### src/rtl/can_bt_pkg.sv
package can_bt_pkg;

    localparam int PRESC_W = 6;
    localparam int SEG1_W  = 4;
    localparam int SEG2_W  = 3;
    localparam int SJW_W   = 2;
    localparam int CFG_W   = PRESC_W + SEG1_W + SEG2_W + SJW_W;

    // quantum counter covers the longest phase 1 plus the largest extension
    localparam int CNT_W   = SEG1_W + 1;
    localparam int ARITH_W = CNT_W + 1;
    localparam int JW      = SJW_W + 1;

    typedef struct packed {
        logic [SJW_W-1:0]   jump;
        logic [SEG2_W-1:0]  ph2;
        logic [SEG1_W-1:0]  ph1;
        logic [PRESC_W-1:0] div;
    } bt_cfg_t;

    typedef enum logic [1:0] {
        SEG_SYNC = 2'd0,
        SEG_PH1  = 2'd1,
        SEG_PH2  = 2'd2
    } seg_e;

    // limit a phase error to the jump width
    function automatic logic [JW-1:0] clamp_jump(input logic [ARITH_W-1:0] err,
                                                 input logic [JW-1:0] lim);
        if (err > ARITH_W'(lim))
            return lim;
        else
            return err[JW-1:0];
    endfunction

endpackage

### src/rtl/can_tq_div.sv
module can_tq_div
    import can_bt_pkg::*;
(
    input  logic               clk,
    input  logic               rst,
    input  logic [PRESC_W-1:0] div_sel,
    output logic               tq_tick
);
    localparam int DCNT_W = PRESC_W + 1;

    logic [DCNT_W-1:0] cnt_q;
    logic [DCNT_W-1:0] last_val;

    assign last_val = DCNT_W'(div_sel) + DCNT_W'(1);
    assign tq_tick  = (cnt_q == last_val);

    always_ff @(posedge clk) begin
        if (rst)
            cnt_q <= '0;
        else if (tq_tick)
            cnt_q <= '0;
        else
            cnt_q <= cnt_q + DCNT_W'(1);
    end

    // divider of at least two: ticks never come back to back
    assert_tick_gap_R2: assert property (@(posedge clk) disable iff (rst)
        tq_tick |=> !tq_tick);

    assert_cnt_bound_R2: assert property (@(posedge clk) disable iff (rst)
        cnt_q <= last_val);

endmodule

### src/rtl/can_rx_sync.sv
module can_rx_sync #(
    parameter int STAGES = 2
) (
    input  logic clk,
    input  logic rst,
    input  logic rx_in,
    output logic rx_s
);
    logic [STAGES-1:0] sh_q;

    always_ff @(posedge clk) begin
        if (rst)
            sh_q <= '1;
        else
            sh_q <= {sh_q[STAGES-2:0], rx_in};
    end

    assign rx_s = sh_q[STAGES-1];

endmodule

### src/rtl/can_bt_seq.sv
module can_bt_seq
    import can_bt_pkg::*;
(
    input  logic    clk,
    input  logic    rst,
    input  bt_cfg_t cfg,
    input  logic    tq_tick,
    input  logic    rx_s,
    output logic    bit_start,
    output logic    sample_stb,
    output logic    rx_bit
);
    seg_e             seg_q;
    logic [CNT_W-1:0] cnt_q;
    logic [JW-1:0]    ext_q;
    logic [JW-1:0]    cut_q;
    logic             done_q;
    logic             rx_tq;

    logic [ARITH_W-1:0] ph1_len, ph2_len, cnt_p1, early_err;
    logic [JW-1:0]      jump_len, ext_now, cut_now;
    logic               fall, ph1_end, ph2_end;

    always_comb begin
        ph1_len   = ARITH_W'(cfg.ph1) + ARITH_W'(1);
        ph2_len   = ARITH_W'(cfg.ph2) + ARITH_W'(1);
        jump_len  = JW'(cfg.jump) + JW'(1);
        cnt_p1    = ARITH_W'(cnt_q) + ARITH_W'(1);
        fall      = tq_tick && rx_tq && !rx_s && !done_q;
        // quanta of phase 2 still left after the current one
        early_err = (cnt_p1 >= ph2_len) ? '0 : (ph2_len - cnt_p1);
        ext_now   = (fall && seg_q == SEG_PH1) ? clamp_jump(cnt_p1, jump_len) : ext_q;
        cut_now   = (fall && seg_q == SEG_PH2) ? clamp_jump(early_err, jump_len) : cut_q;
        ph1_end   = cnt_p1 >= (ph1_len + ARITH_W'(ext_now));
        ph2_end   = (cnt_p1 + ARITH_W'(cut_now)) >= ph2_len;
    end

    always_ff @(posedge clk) begin
        if (rst) begin
            seg_q      <= SEG_PH2;
            cnt_q      <= '1;
            ext_q      <= '0;
            cut_q      <= '0;
            done_q     <= 1'b0;
            rx_tq      <= 1'b1;
            bit_start  <= 1'b0;
            sample_stb <= 1'b0;
            rx_bit     <= 1'b1;
        end else begin
            bit_start  <= 1'b0;
            sample_stb <= 1'b0;
            if (tq_tick) begin
                rx_tq <= rx_s;
                case (seg_q)
                    SEG_SYNC: begin
                        seg_q <= SEG_PH1;
                        cnt_q <= '0;
                        if (fall) done_q <= 1'b1;
                    end
                    SEG_PH1: begin
                        ext_q <= ext_now;
                        if (fall) done_q <= 1'b1;
                        if (ph1_end) begin
                            seg_q      <= SEG_PH2;
                            cnt_q      <= '0;
                            sample_stb <= 1'b1;
                            rx_bit     <= rx_s;
                        end else begin
                            cnt_q <= cnt_q + CNT_W'(1);
                        end
                    end
                    SEG_PH2: begin
                        cut_q <= cut_now;
                        if (fall) done_q <= 1'b1;
                        if (ph2_end) begin
                            seg_q     <= SEG_SYNC;
                            cnt_q     <= '0;
                            ext_q     <= '0;
                            cut_q     <= '0;
                            done_q    <= 1'b0;
                            bit_start <= 1'b1;
                        end else begin
                            cnt_q <= cnt_q + CNT_W'(1);
                        end
                    end
                    default: seg_q <= SEG_SYNC;
                endcase
            end
        end
    end

    assert_seg_hold_R2: assert property (@(posedge clk) disable iff (rst)
        !tq_tick |=> $stable(seg_q));

    assert_sample_pulse_R4: assert property (@(posedge clk) disable iff (rst)
        sample_stb |=> !sample_stb);

    assert_start_pulse_R11: assert property (@(posedge clk) disable iff (rst)
        bit_start |=> !bit_start);

    assert_no_overlap_R11: assert property (@(posedge clk) disable iff (rst)
        !(bit_start && sample_stb));

    assert_ext_clamp_R7: assert property (@(posedge clk) disable iff (rst)
        ext_q <= jump_len);

    assert_cut_clamp_R8: assert property (@(posedge clk) disable iff (rst)
        (cut_q <= jump_len) && (ARITH_W'(cut_q) < ph2_len));

    // the single-resync flag is released only when a new bit begins
    assert_one_resync_R10: assert property (@(posedge clk) disable iff (rst)
        $fell(done_q) |-> bit_start);

endmodule

### src/rtl/can_bit_timing.sv
module can_bit_timing
    import can_bt_pkg::*;
#(
    parameter int SYNC_STAGES = 2
) (
    input  logic             clk,
    input  logic             rst,
    input  logic             can_rx,
    input  logic [CFG_W-1:0] timing_cfg,
    output logic             bit_start,
    output logic             sample_stb,
    output logic             rx_bit
);
    bt_cfg_t cfg_q;
    logic    tq_tick;
    logic    rx_s;

    // capture window is the reset period only
    always_ff @(posedge clk) begin
        if (rst)
            cfg_q <= bt_cfg_t'(timing_cfg);
    end

    can_tq_div u_div (
        .clk     (clk),
        .rst     (rst),
        .div_sel (cfg_q.div),
        .tq_tick (tq_tick)
    );

    can_rx_sync #(.STAGES(SYNC_STAGES)) u_sync (
        .clk   (clk),
        .rst   (rst),
        .rx_in (can_rx),
        .rx_s  (rx_s)
    );

    can_bt_seq u_seq (
        .clk        (clk),
        .rst        (rst),
        .cfg        (cfg_q),
        .tq_tick    (tq_tick),
        .rx_s       (rx_s),
        .bit_start  (bit_start),
        .sample_stb (sample_stb),
        .rx_bit     (rx_bit)
    );

    assert_cfg_frozen_R1: assert property (@(posedge clk) disable iff (rst)
        !$past(rst) |-> $stable(cfg_q));

endmodule

### config.mk
export PLATFORM = sky130hd
export DESIGN_NAME = can_bit_timing
export DESIGN_NICKNAME = d
export VERILOG_FILES = /design/src/rtl/can_bt_pkg.sv /design/src/rtl/can_tq_div.sv /design/src/rtl/can_rx_sync.sv /design/src/rtl/can_bt_seq.sv /design/src/rtl/can_bit_timing.sv
export SDC_FILE = /design/constraint.sdc
export NUM_CORES = 1
export LEC_CHECK = 0
export BUFFER_PORTS_ARGS = -buffer_cell sky130_fd_sc_hd__buf_2
export CORE_MARGIN = 2
export CORE_UTILIZATION = 45
export CTS_BUF_LIST = sky130_fd_sc_hd__clkbuf_8
export CTS_CLUSTER_DIAMETER = 60
export CTS_CLUSTER_SIZE = 12
export DETAILED_ROUTE_END_ITERATION = 6
export GPL_TIMING_DRIVEN = 0
export PLACE_DENSITY_LB_ADDON = 0.08
export SLEW_MARGIN = 20
export SYNTH_ARGS = -nofsm -noshare
export SYNTH_HDL_FRONTEND = slang
export SYNTH_SLANG_ARGS = --single-unit
### constraint.sdc
create_clock -name clk -period 17.2 [get_ports clk]
set_input_delay 1.72 -clock clk [delete_from_list [all_inputs] [get_ports clk]]
set_output_delay 1.72 -clock clk [all_outputs]
set_load 0.02 [all_outputs]
-- Word level (Yosys, flattened, before mapping)
Cells that the tools add are included.
- register bits after elaboration: 42
- bits of input ports: 18
- output and inout bits: 3
- logic and storage cells: 78
- bitwise logic cells: 3
- equality and inequality tests: 5
- reductions and logical operators: 21
- muxes and demuxes: 19
- add/subtract/negate cells: 10
- magnitude comparators: 5
- operators by type and width (kind ; number):
    >= comparator 6 bit ; 3
    two-way mux 3 bit ; 6
    one-hot mux 5 bit (3 select lines) ; 1
    adder 6 x 3 -> 6 bit ; 2
    greater-than comparator 6 x 3 -> 1 bit ; 2
    two-way mux 5 bit ; 2
    AND reduction 3 bit ; 3
    adder 6 x 1 -> 7 bit, second input constant ; 1
    adder 7 x 1 -> 7 bit, second input constant ; 1
    == test 7 bit ; 1
    adder 5 x 1 -> 6 bit, second input constant ; 1
    two-way mux 6 bit ; 1
    one-hot mux 2 bit (3 select lines) ; 1
    one-hot mux 3 bit (2 select lines) ; 1
    AND reduction 2 bit ; 3
    OR reduction 3 bit ; 2
    subtractor 6 bit ; 1
    adder 4 x 1 -> 5 bit, second input constant ; 1
    adder 5 x 1 -> 5 bit, second input constant ; 1
    logical AND 1 bit ; 5
    adder 3 x 1 -> 4 bit, second input constant ; 1
    two-way mux 1 bit ; 4
    two-way mux 2 bit ; 2
    != test 2 x 1 -> 1 bit, second input constant ; 2
    other kinds (10) ; 15

-- Logic depth before layout (Yosys ltp)
Gate-level depths: netlist (run 1).
- depth after elaboration: 11
- mapped depth: 26
- depth with buffers taken out: 26

-- By module
Synthesis (run 1) repeated with hierarchy kept, for this count alone.
- cells, all modules: 299
- area, all modules: 2901.5 um^2
- modules (own cells, without submodules) (module ; times used ; area each (um^2) ; seq. area each (um^2) ; cells an instance):
    can_bt_seq ; 1 ; 1891.8 ; 360.3 ; 228
    can_tq_div ; 1 ; 506.7 ; 140.1 ; 52
    can_bit_timing ; 1 ; 450.4 ; 450.4 ; 15
    can_rx_sync ; 1 ; 52.6 ; 40.0 ; 4

-- Worst setup path before layout (run 1)
OpenSTA, ideal clock, no wires.
- kind: register to register
- start point: reg u_seq.cnt_q[0]
- end point: reg u_seq.cut_q[0]
- data required time: 17137 ps
- setup time: 63 ps
- stages on the path, launching flop included: 24
- buffers on the path: 0
- path slack: 11605 ps
- arrival time: 5532 ps
- period minus slack after synthesis: 5595 ps
- cells stage by stage: dfxtp_1 -> ha_1 -> xor2_1 -> inv_1 -> ha_1 -> and4_2 -> a211oi_2 -> and2_2 -> ha_1 -> a21o_1 -> a21oi_1 -> a31oi_1 -> a21o_2 -> a22o_1 -> mux2_2 -> ha_1 -> fa_1 -> ha_1 -> a21o_1 -> a21o_1 -> a211o_1 -> nor3b_1 -> nand4_1 -> nand3_1
- word-level cells in the longest chain between the ends: 9
- elaborated cells on any way between the ends: 10
- classes of those cells: add/sub: 3; order compare: 3; mux: 4
- ends and longest elaborated chain (item ; line ; text):
    start, declared ; can_bt_seq.sv:14 ; logic [CNT_W-1:0] cnt_q;
    start signal, assigned ; can_bt_seq.sv:69 ; cnt_q <= cnt_q + CNT_W'(1);
    start signal, assigned ; can_bt_seq.sv:83 ; cnt_q <= cnt_q + CNT_W'(1);
    adder 5 x 1 -> 6 bit (*) ; can_bt_seq.sv:28 ; cnt_p1 = ARITH_W'(cnt_q) + ARITH_W'(1);
    subtractor 6 bit / >= comparator 6 bit (equally long branches) ; can_bt_seq.sv:31 ; early_err = (cnt_p1 >= ph2_len) ? '0 : (ph2_len - cnt_p1);
    two-way mux 6 bit ; can_bt_seq.sv:31 ;
    greater-than comparator 6 x 3 -> 1 bit ; can_bt_pkg.sv:30 ; if (err > ARITH_W'(lim))
    two-way mux 3 bit ; can_bt_pkg.sv:30 ;
    two-way mux 3 bit ; can_bt_seq.sv:33 ; cut_now = (fall && seg_q == SEG_PH2) ? clamp_jump(early_err, jump_len) : cut_q;
    adder 6 x 3 -> 6 bit ; can_bt_seq.sv:35 ; ph2_end = (cnt_p1 + ARITH_W'(cut_now)) >= ph2_len;
    >= comparator 6 bit ; can_bt_seq.sv:35 ;
    two-way mux 3 bit (*) ; can_bt_seq.sv:75 ; if (ph2_end) begin
    end signal, assigned ; can_bt_seq.sv:73 ; cut_q <= cut_now;
    end, declared ; can_bt_seq.sv:16 ; logic [JW-1:0] cut_q;
Mark *: on every way between the ends. The rest lies on a longest branch, timed or not.
A chain may end at the register's enable or synchronous reset.

-- Worst setup path after layout (run 1)
- start point: reg u_seq.cnt_q[0]
- end point: reg u_seq.cnt_q[3]
- word-level cells in the longest chain between the ends: 10
- elaborated cells on any way between the ends: 18
- classes of those cells: add/sub: 5; order compare: 5; mux: 8
- ends and longest elaborated chain (item ; line ; text):
    adder 5 x 1 -> 6 bit ; can_bt_seq.sv:28 ;
    subtractor 6 bit / >= comparator 6 bit (equally long branches) ; can_bt_seq.sv:31 ;
    two-way mux 6 bit ; can_bt_seq.sv:31 ;
    greater-than comparator 6 x 3 -> 1 bit ; can_bt_pkg.sv:30 ;
    two-way mux 3 bit ; can_bt_pkg.sv:30 ;
    two-way mux 3 bit ; can_bt_seq.sv:33 ;
    adder 6 x 3 -> 6 bit ; can_bt_seq.sv:35 ;
    >= comparator 6 bit ; can_bt_seq.sv:35 ;
    two-way mux 5 bit ; can_bt_seq.sv:75 ;
    one-hot mux 5 bit (3 select lines) (*) ; can_bt_seq.sv:54 ; case (seg_q)
Marked as above.

==> key figures, run 1 <==
GRT
  • Largest net degree at the start of global routing: 17
  • First-pass GRT wire length: 10500 µm
  • Vias in the first global route: 2226
  • All-layer global routing usage: 17.9%
  • Gr ovfl total: 0
  • Antenna violations before repair: 0

Power and ir drop
  • Leakage: 1.44 nW
  • Worst vdd ir: 0.0439 mV
  • Cell internal pwr: 0.165 mW
  • Switching Share: 32.7%
  • Clk pwr share: 26.0%
  • PwrDens: 74.2 mW/mm²
  • Gate power share: 28.0%
  • Sequential share of power: 46.0%
  • Psw: 0.0802 mW

Clocking
  • TritonCTS clock tree: built
  • TritonCTS Buffers: 5
  • Clk buf depth: 2
  • Reg clk slew, reported paths: 0.09 ns
  • Setup repair bufs after CTS: 0
  • Root buf cell: clkbuf_8
  • Clk_lat worst skew: 0.30 ns
  • Post_cts resized: 0
  • H-tree Lvls: 2
  • Cts hold-fix bufs: 0
  • Clock sink total: 42

Timing
  • Fin crit share: 38.4%
  • Period minus WS final: 6.61 ns
  • Final worst slack: 10.59 ns
  • RSZ-0062 raised after global routing: no
  • Worst Skew: 0.0135 ns
  • Final setup fails: 0
  • Worst Tran Pin Value: 0.659 ns
  • Final Hold Fails: 0
  • Hold_ws: 0.416 ns
  • Max frequency: 151 MHz
  • Max-slew headroom: 55.7%
  • Setup TNS: 0 ns
  • Max-slew violation count: 0

Setup path
  • Arrival @ worst endpoint: 6.82 ns
  • CP Max Fanout: 8
  • Crit. End Element: flop
  • Startpoint Class: flop
  • Crit Path Class: flop to flop
  • R2r setup slk: 10.59 ns
  • Required @ worst endpoint: 17.41 ns

Yosys
  • Post-Synthesis Cells: 312
  • Synth Area in XOR/XNOR: 7.07%
  • Post-synthesis simple-gate area fraction: 19.4%
  • Sequential fraction of the synthesis area: 32.8%
  • Mux cell area share after synthesis: 3.97%
  • Mapped cell area: 0.00302 mm²
  • Synth top area cells: dfxtp_1 (18%), edfxtp_1 (15%), ha_1 (15%)
  • Share of the synthesized area in the top cell type: 17.9%
  • Mapped Nets: 369
  • Synth Warn #: 0
  • EDFF count, synth: 15
  • Flops & latches, synth: 42
  • Adder-cell area share of the yosys netlist: 16.9%
  • Largest family of logic cells by synthesized area: simple AND/OR/NAND/NOR gates
  • Synth area leader: dfxtp_1
  • Syn avg cell area: 9.69 µm²
  • Complex-gate fraction of the synthesized area: 16.0%
  • Synth Flop Type: dfxtp_1
  • Netlist cell types: 65
  • Ys async rst share: 0%

Route
  • Via count: 2325
  • Routed Wire Length: 6120 µm
  • Wire per inst: 14.7 µm
  • Routed Antenna Nets: 0
  • Iter 0 DRT Violations: 106
  • First-pass DRT Iterations: 4
  • Post-DR vias/cell: 5.58
  • Number of remaining DRC errors: 0

Placement
  • Pre-CTS setup slack: 10.71 ns
  • Placed Cells: 409
  • Routability Congestion: 0.818
  • HPWL after DPL: 4910 µm
  • Port bufs: 20

Final layout
  • Most common cell after layout, fill and taps aside: ha_1
  • Antenna diodes: 0
  • Share of layout cells above drive strength 1: 17.1%
  • Layout Cells excl Fill: 417
  • # nets final: 396
  • Most frequent cells in the layout: ha_1 (36), dfxtp_1 (27), inv_1 (24)
  • Area growth syn-to-layout: 9.39%

Floorplan
  • Die ar.: 0.00739 mm²
  • Die height: 86.0 µm
  • Core area: 0.00642 mm²
  • Rows: 29
  • Io pins: 21
  • Initial core utilization: 47.1%
  • Die X: 86.0 µm

Job
  • Max_cap viols: 0

Outcome
  • Status: completed

Min path
  • Worst hold path class: flop to flop
==> per-stage QoR <==
stage	util [%]	cell area (µm²)	power (mW)
5_1_grt	51.5	3310	0.261
4_1_cts	51.5	3310	0.249
3_5_place_dp	50.1	3220	0.184
2_1_floorplan	-	3020	0.167
3_3_place_gp	50.1	3220	0.183
6_report	51.5	3310	0.246
==> sequential cells by signal, indices dropped and copies added (netlist names) <==
signal            count
u_seq.rx_tq           1
cfg_q                15
u_seq.rx_bit          1
u_seq.done_q          1
u_seq.bit_start       1
u_seq.sample_stb      1
u_seq.cut_q           3
u_div.cnt_q           7
u_seq.ext_q           3
u_seq.cnt_q           5
u_seq.seg_q           2
u_sync.sh_q           2
==> cell families (layout without fill, tap and decap cells) <==
| logic type | after synthesis | count (layout) |
|---|---|---|
| AO/OA/AOI/OAI | 65 | 65 |
| XOR/XNOR | 22 | 22 |
| adder cells (fa/ha/maj) | 39 | 39 |
| buffers and inverters | 29 | 57 |
| flip-flops | 42 | 42 |
| multiplexers | 11 | 11 |
| AND/OR/NAND/NOR | 104 | 104 |
==> area by class of cell <==
class	instances	area, µm²
Buffer	5	27.5
Clock buffer	5	68.8
Clock inverter	3	18.8
Fill cell	601	3110
Inverter	24	90.1
Multi-Input combinational cell	241	1920
Sequential cell	42	991
Tap cell	77	96.3
Timing Repair Buffer	20	100
==> power by group through the flow <==
stage / Combinational [mW] / Clock (mW) / Sequential [mW]
3_5_place_dp: 0.0684 / 0 / 0.115
6_report: 0.0688 / 0.0639 / 0.113
4_1_cts: 0.0690 / 0.0671 / 0.113
2_1_floorplan: 0.0530 / 0 / 0.114
5_1_grt: 0.0773 / 0.0704 / 0.114
3_3_place_gp: 0.0679 / 0 / 0.115
==> worst paths after layout <==
path,to,cells past startpoint,startpoint
worst max register to register,u_seq.cnt_q[3],23,u_seq.cnt_q[0]
worst min register to register,u_sync.sh_q[1],1,u_sync.sh_q[0]
worst max-delay path,u_seq.cnt_q[3],23,u_seq.cnt_q[0]
worst min-delay path,u_sync.sh_q[1],1,u_sync.sh_q[0]
==> routing by layer <==
metal / GRT usage [%] / vias to the layer above / part of all wire (%)
li1: - / 1210 / -
met2: 29.1 / 34 / 45
met4: 4.33 / 0 / 1.1
met5: 0 / - / 0
met1: 24.7 / 1075 / 51
met3: 3.18 / 6 / 2.2
==> worst max-delay path: stages (launching register included) <==
cell and delay, ns:
dfxtp_1 0.52, ha_1 0.30, xor2_1 0.45, inv_1 0.14
ha_1 0.38, and4_2 0.23, a211oi_2 0.32, and2_2 0.24
ha_1 0.25, a21o_1 0.18, a21oi_1 0.13, a31oi_1 0.07
a21o_2 0.25, a22o_1 0.23, mux2_2 0.28, ha_1 0.21
fa_1 0.45, ha_1 0.28, a21o_1 0.15, a21o_1 0.17
a211o_1 0.37, nor3_2 0.37, o21ai_0 0.29, o31ai_1 0.25
==> Yosys cell counts (all sizes together), types with 6 or more instances <==
cell	instances
nand4	8
inv	24
nor3	9
edfxtp	15
o21ai	6
xnor2	9
nand3	20
dfxtp	27
nor2b	6
mux2	8
a21oi	15
ha	36
a21o	7
xor2	12
nor2	13
nand2	19
(Power assumes the default switching activity.)
==> inputs of run 2 (changes only) <==
Settings changed: ABC_AREA from default to 1.
Clock period 17.2 ns to 5.7 ns, I/O delays scaled along.
==> run 2 against run 1 <==
First-iteration DRC count fell by 12%. Critical path depth is 6 higher. Combinational power grew to 2.6 times the previous value. Highest routed layer unchanged. Flip-flop and latch count stayed put. Routed wire length is 4.5% higher. Sequential power rose to 3.0 times the previous value. Largest power group unchanged. Synthesized area up 1.1%. Critical endpoint is now u_seq.cut_q[2]. Clock skew down 0.0042 ns. Synthesized cell count increased by 31%. Register-to-register slack got worse by 10 ns. Worst hold slack worse by 0.0018 ns.
==> key figures, run 2 <==
Power and ir drop
  • Psw: 0.223 mW
  • PwrDens: 204 mW/mm²
  • Gate power share: 25.2%
  • Worst vdd ir: 0.0738 mV
  • Sequential share of power: 48.0%
  • Cell internal pwr: 0.477 mW
  • Clk pwr share: 26.8%
  • Leakage: 1.72 nW
  • Switching Share: 31.9%

Setup path
  • Worst path bufs/invs: 2
  • Family with the most delay on the worst path: adder cells
  • R2r setup slk: 0.53 ns
  • CP Max Fanout: 5
  • Arrival @ worst endpoint: 5.40 ns
  • Critical-path top delay cell: fa_1
  • Reg2Reg Launch Point: cfg_q[10]
  • FF-to-FF End: u_seq.cut_q[2]
  • Critical path's largest stage delay: 0.45 ns
  • Worst reg2reg path depth: 29
  • Required @ worst endpoint: 5.93 ns
  • Crit Path Class: flop to flop
  • Crit. End Element: flop
  • Startpoint Class: flop

Min path
  • Min-delay src: u_sync.sh_q[0]
  • Worst hold path class: flop to flop
  • WHS Path Cells: 1
  • Worst Hold End: u_sync.sh_q[1]

GRT
  • Vias in the first global route: 2414
  • Largest net degree at the start of global routing: 17
  • First-pass GRT wire length: 10900 µm
  • Antenna violations before repair: 0
  • Gr ovfl total: 0
  • All-layer global routing usage: 18.3%

Final layout
  • # nets final: 495
  • Largest registers: cfg_q: 15 flops, u_div.cnt_q: 7 flops, u_seq.cnt_q: 5 flops
  • Most common cell after layout, fill and taps aside: nand2_1
  • Design area: 0.00343 mm²
  • Antenna diodes: 0
  • Area growth syn-to-layout: 12.2%
  • Share of layout cells above drive strength 1: 13.2%
  • Number of flip-flops in the largest register: 15
  • # fillers: 661
  • Most frequent cells in the layout: nand2_1 (89), inv_1 (69), nand3_1 (42)
  • Layout Cells excl Fill: 519
  • Reg with most FFs: cfg_q

Floorplan
  • Io pins: 21
  • Die height: 86.4 µm
  • Die ar.: 0.00747 mm²
  • Core area: 0.00668 mm²
  • Die X: 86.4 µm
  • Initial core utilization: 45.8%
  • Rows: 30

Yosys
  • Netlist cell types: 34
  • Synth Warn #: 0
  • Top-count cell post-synth: nand2_1
  • Ys async rst share: 0%
  • Sequential fraction of the synthesis area: 32.4%
  • EDFF count, synth: 15
  • Synth Flop Type: dfxtp_1
  • Mapped cell area: 0.00306 mm²
  • Share of the synthesized area in the top cell type: 17.7%
  • Synth top area cells: dfxtp_1 (18%), edfxtp_1 (15%), ha_1 (15%)
  • Mapped Nets: 465
  • Syn avg cell area: 7.49 µm²
  • Flops & latches, synth: 42
  • Post-synth top cells: nand2_1 (89), inv_1 (68), nand3_1 (42)
  • Synth area leader: dfxtp_1
  • Post-Synthesis Cells: 408

Timing
  • Final setup fails: 0
  • Max-slew violation count: 0
  • Max frequency: 193 MHz
  • Fin crit share: 90.7%
  • Final Hold Fails: 0
  • Worst Tran Pin Value: 0.479 ns
  • Period minus WS final: 5.17 ns
  • Worst Skew: 0.00933 ns
  • RSZ-0062 raised after global routing: no
  • Hold_ws: 0.414 ns
  • Max-slew headroom: 68.1%

Clocking
  • H-tree Lvls: 2
  • Clock sink total: 42
  • Cts hold-fix bufs: 0
  • Clk_lat worst skew: 0.30 ns
  • Reg clk slew, reported paths: 0.08 ns
  • TritonCTS clock tree: built
  • Root buf cell: clkbuf_8
  • Clk buf depth: 2
  • TritonCTS Buffers: 5

Route
  • Wire per inst: 12.3 µm
  • Via count: 2513
  • Routed wl met3: 188 µm
  • Max layer used: met4
  • WL met2: 2680 µm
  • Routed Wire Length: 6390 µm
  • Post-DR vias/cell: 4.84
  • First-pass DRT Iterations: 4
  • Iter 0 DRT Violations: 93
  • WL met1: 3450 µm
  • Number of remaining DRC errors: 0
  • Routed Antenna Nets: 0

Placement
  • Dpl cell area: 0.00326 mm²
  • HPWL after DPL: 5090 µm
  • Port bufs: 20
  • Routability Congestion: 0.849
  • Placed Cells: 508

Outcome
  • Status: completed

Job
  • Max_cap viols: 0
## run 2: power groups by stage
| stage | logic [mW] | clock network, mW | registers (mW) |
|---|---|---|---|
| 6_report | 0.176 | 0.188 | 0.336 |
| 5_1_grt | 0.204 | 0.204 | 0.338 |
| 4_1_cts | 0.167 | 0.195 | 0.336 |
| 3_5_place_dp | 0.164 | 0 | 0.343 |
| 3_3_place_gp | 0.161 | 0 | 0.343 |
| 2_1_floorplan | 0.125 | 0 | 0.340 |
## run 2: per-stage QoR
step / total power [mW] / util (%) / setup TNS [ns] / worst slack (ns)
2_1_floorplan: 0.464 / - / 0 / 0.686
3_3_place_gp: 0.503 / 48.8 / -1.73 / -0.194
3_5_place_dp: 0.507 / 48.8 / -2.56 / -0.261
4_1_cts: 0.698 / 50.3 / 0 / 0.0231
5_1_grt: 0.746 / 51.3 / 0 / 0.00304
6_report: 0.700 / 51.3 / 0 / 0.530
## run 2: cell families after synthesis
logic type	count (synthesis)	share of synthesized area, %
AND/OR/NAND/NOR	198	30.2
buffers and inverters	71	8.72
AO/OA/AOI/OAI	45	7.98
flip-flops	42	32.4
adder cells (fa/ha/maj)	39	16.7
XOR/XNOR	13	3.97
## run 2: layout make-up
class                      count  area (µm²)  area share (%)
multi-input combinational    295        1860            54.2
sequential                    42         995            29.0
inverter                      69         259            7.55
timing repair buffer          23         123            3.58
tap                           80         100            2.92
clock buffer                   5        68.8            2.01
clock inverter                 3        17.5           0.511
buffer                         2        7.51           0.219
## run 2: worst max path at each step
stage                    from              to  slack, ns  depth (start not counted)
2_1_floorplan  u_seq.cnt_q[0]  u_seq.cut_q[0]       0.69                         29
3_3_place_gp   u_seq.cnt_q[0]  u_seq.cut_q[1]      -0.19                         29
3_5_place_dp   u_seq.cnt_q[0]  u_seq.cut_q[2]      -0.26                         29
4_1_cts        u_seq.cnt_q[0]  u_seq.ext_q[1]       0.02                         29
5_1_grt             cfg_q[10]  u_seq.cut_q[2]      0.003                         29
6_report            cfg_q[10]  u_seq.cut_q[2]       0.53                         29
## run 2: what timing repair did
item | 4_1_cts | 5_1_grt
endpoints found under the setup margin | 14 | 15
gates resized for setup | 3 | 10
hold endpoints to repair | 0 | 0
setup buffers | 0 | 3
## run 2: metal layers
| layer | GRT usage [%] | vias to the layer above |
|---|---|---|
| met3 | 3.24 | 7 |
| met4 | 4.69 | 0 |
| li1 | - | 1384 |
| met5 | 0 | - |
| met2 | 28.5 | 31 |
| met1 | 26.3 | 1091 |
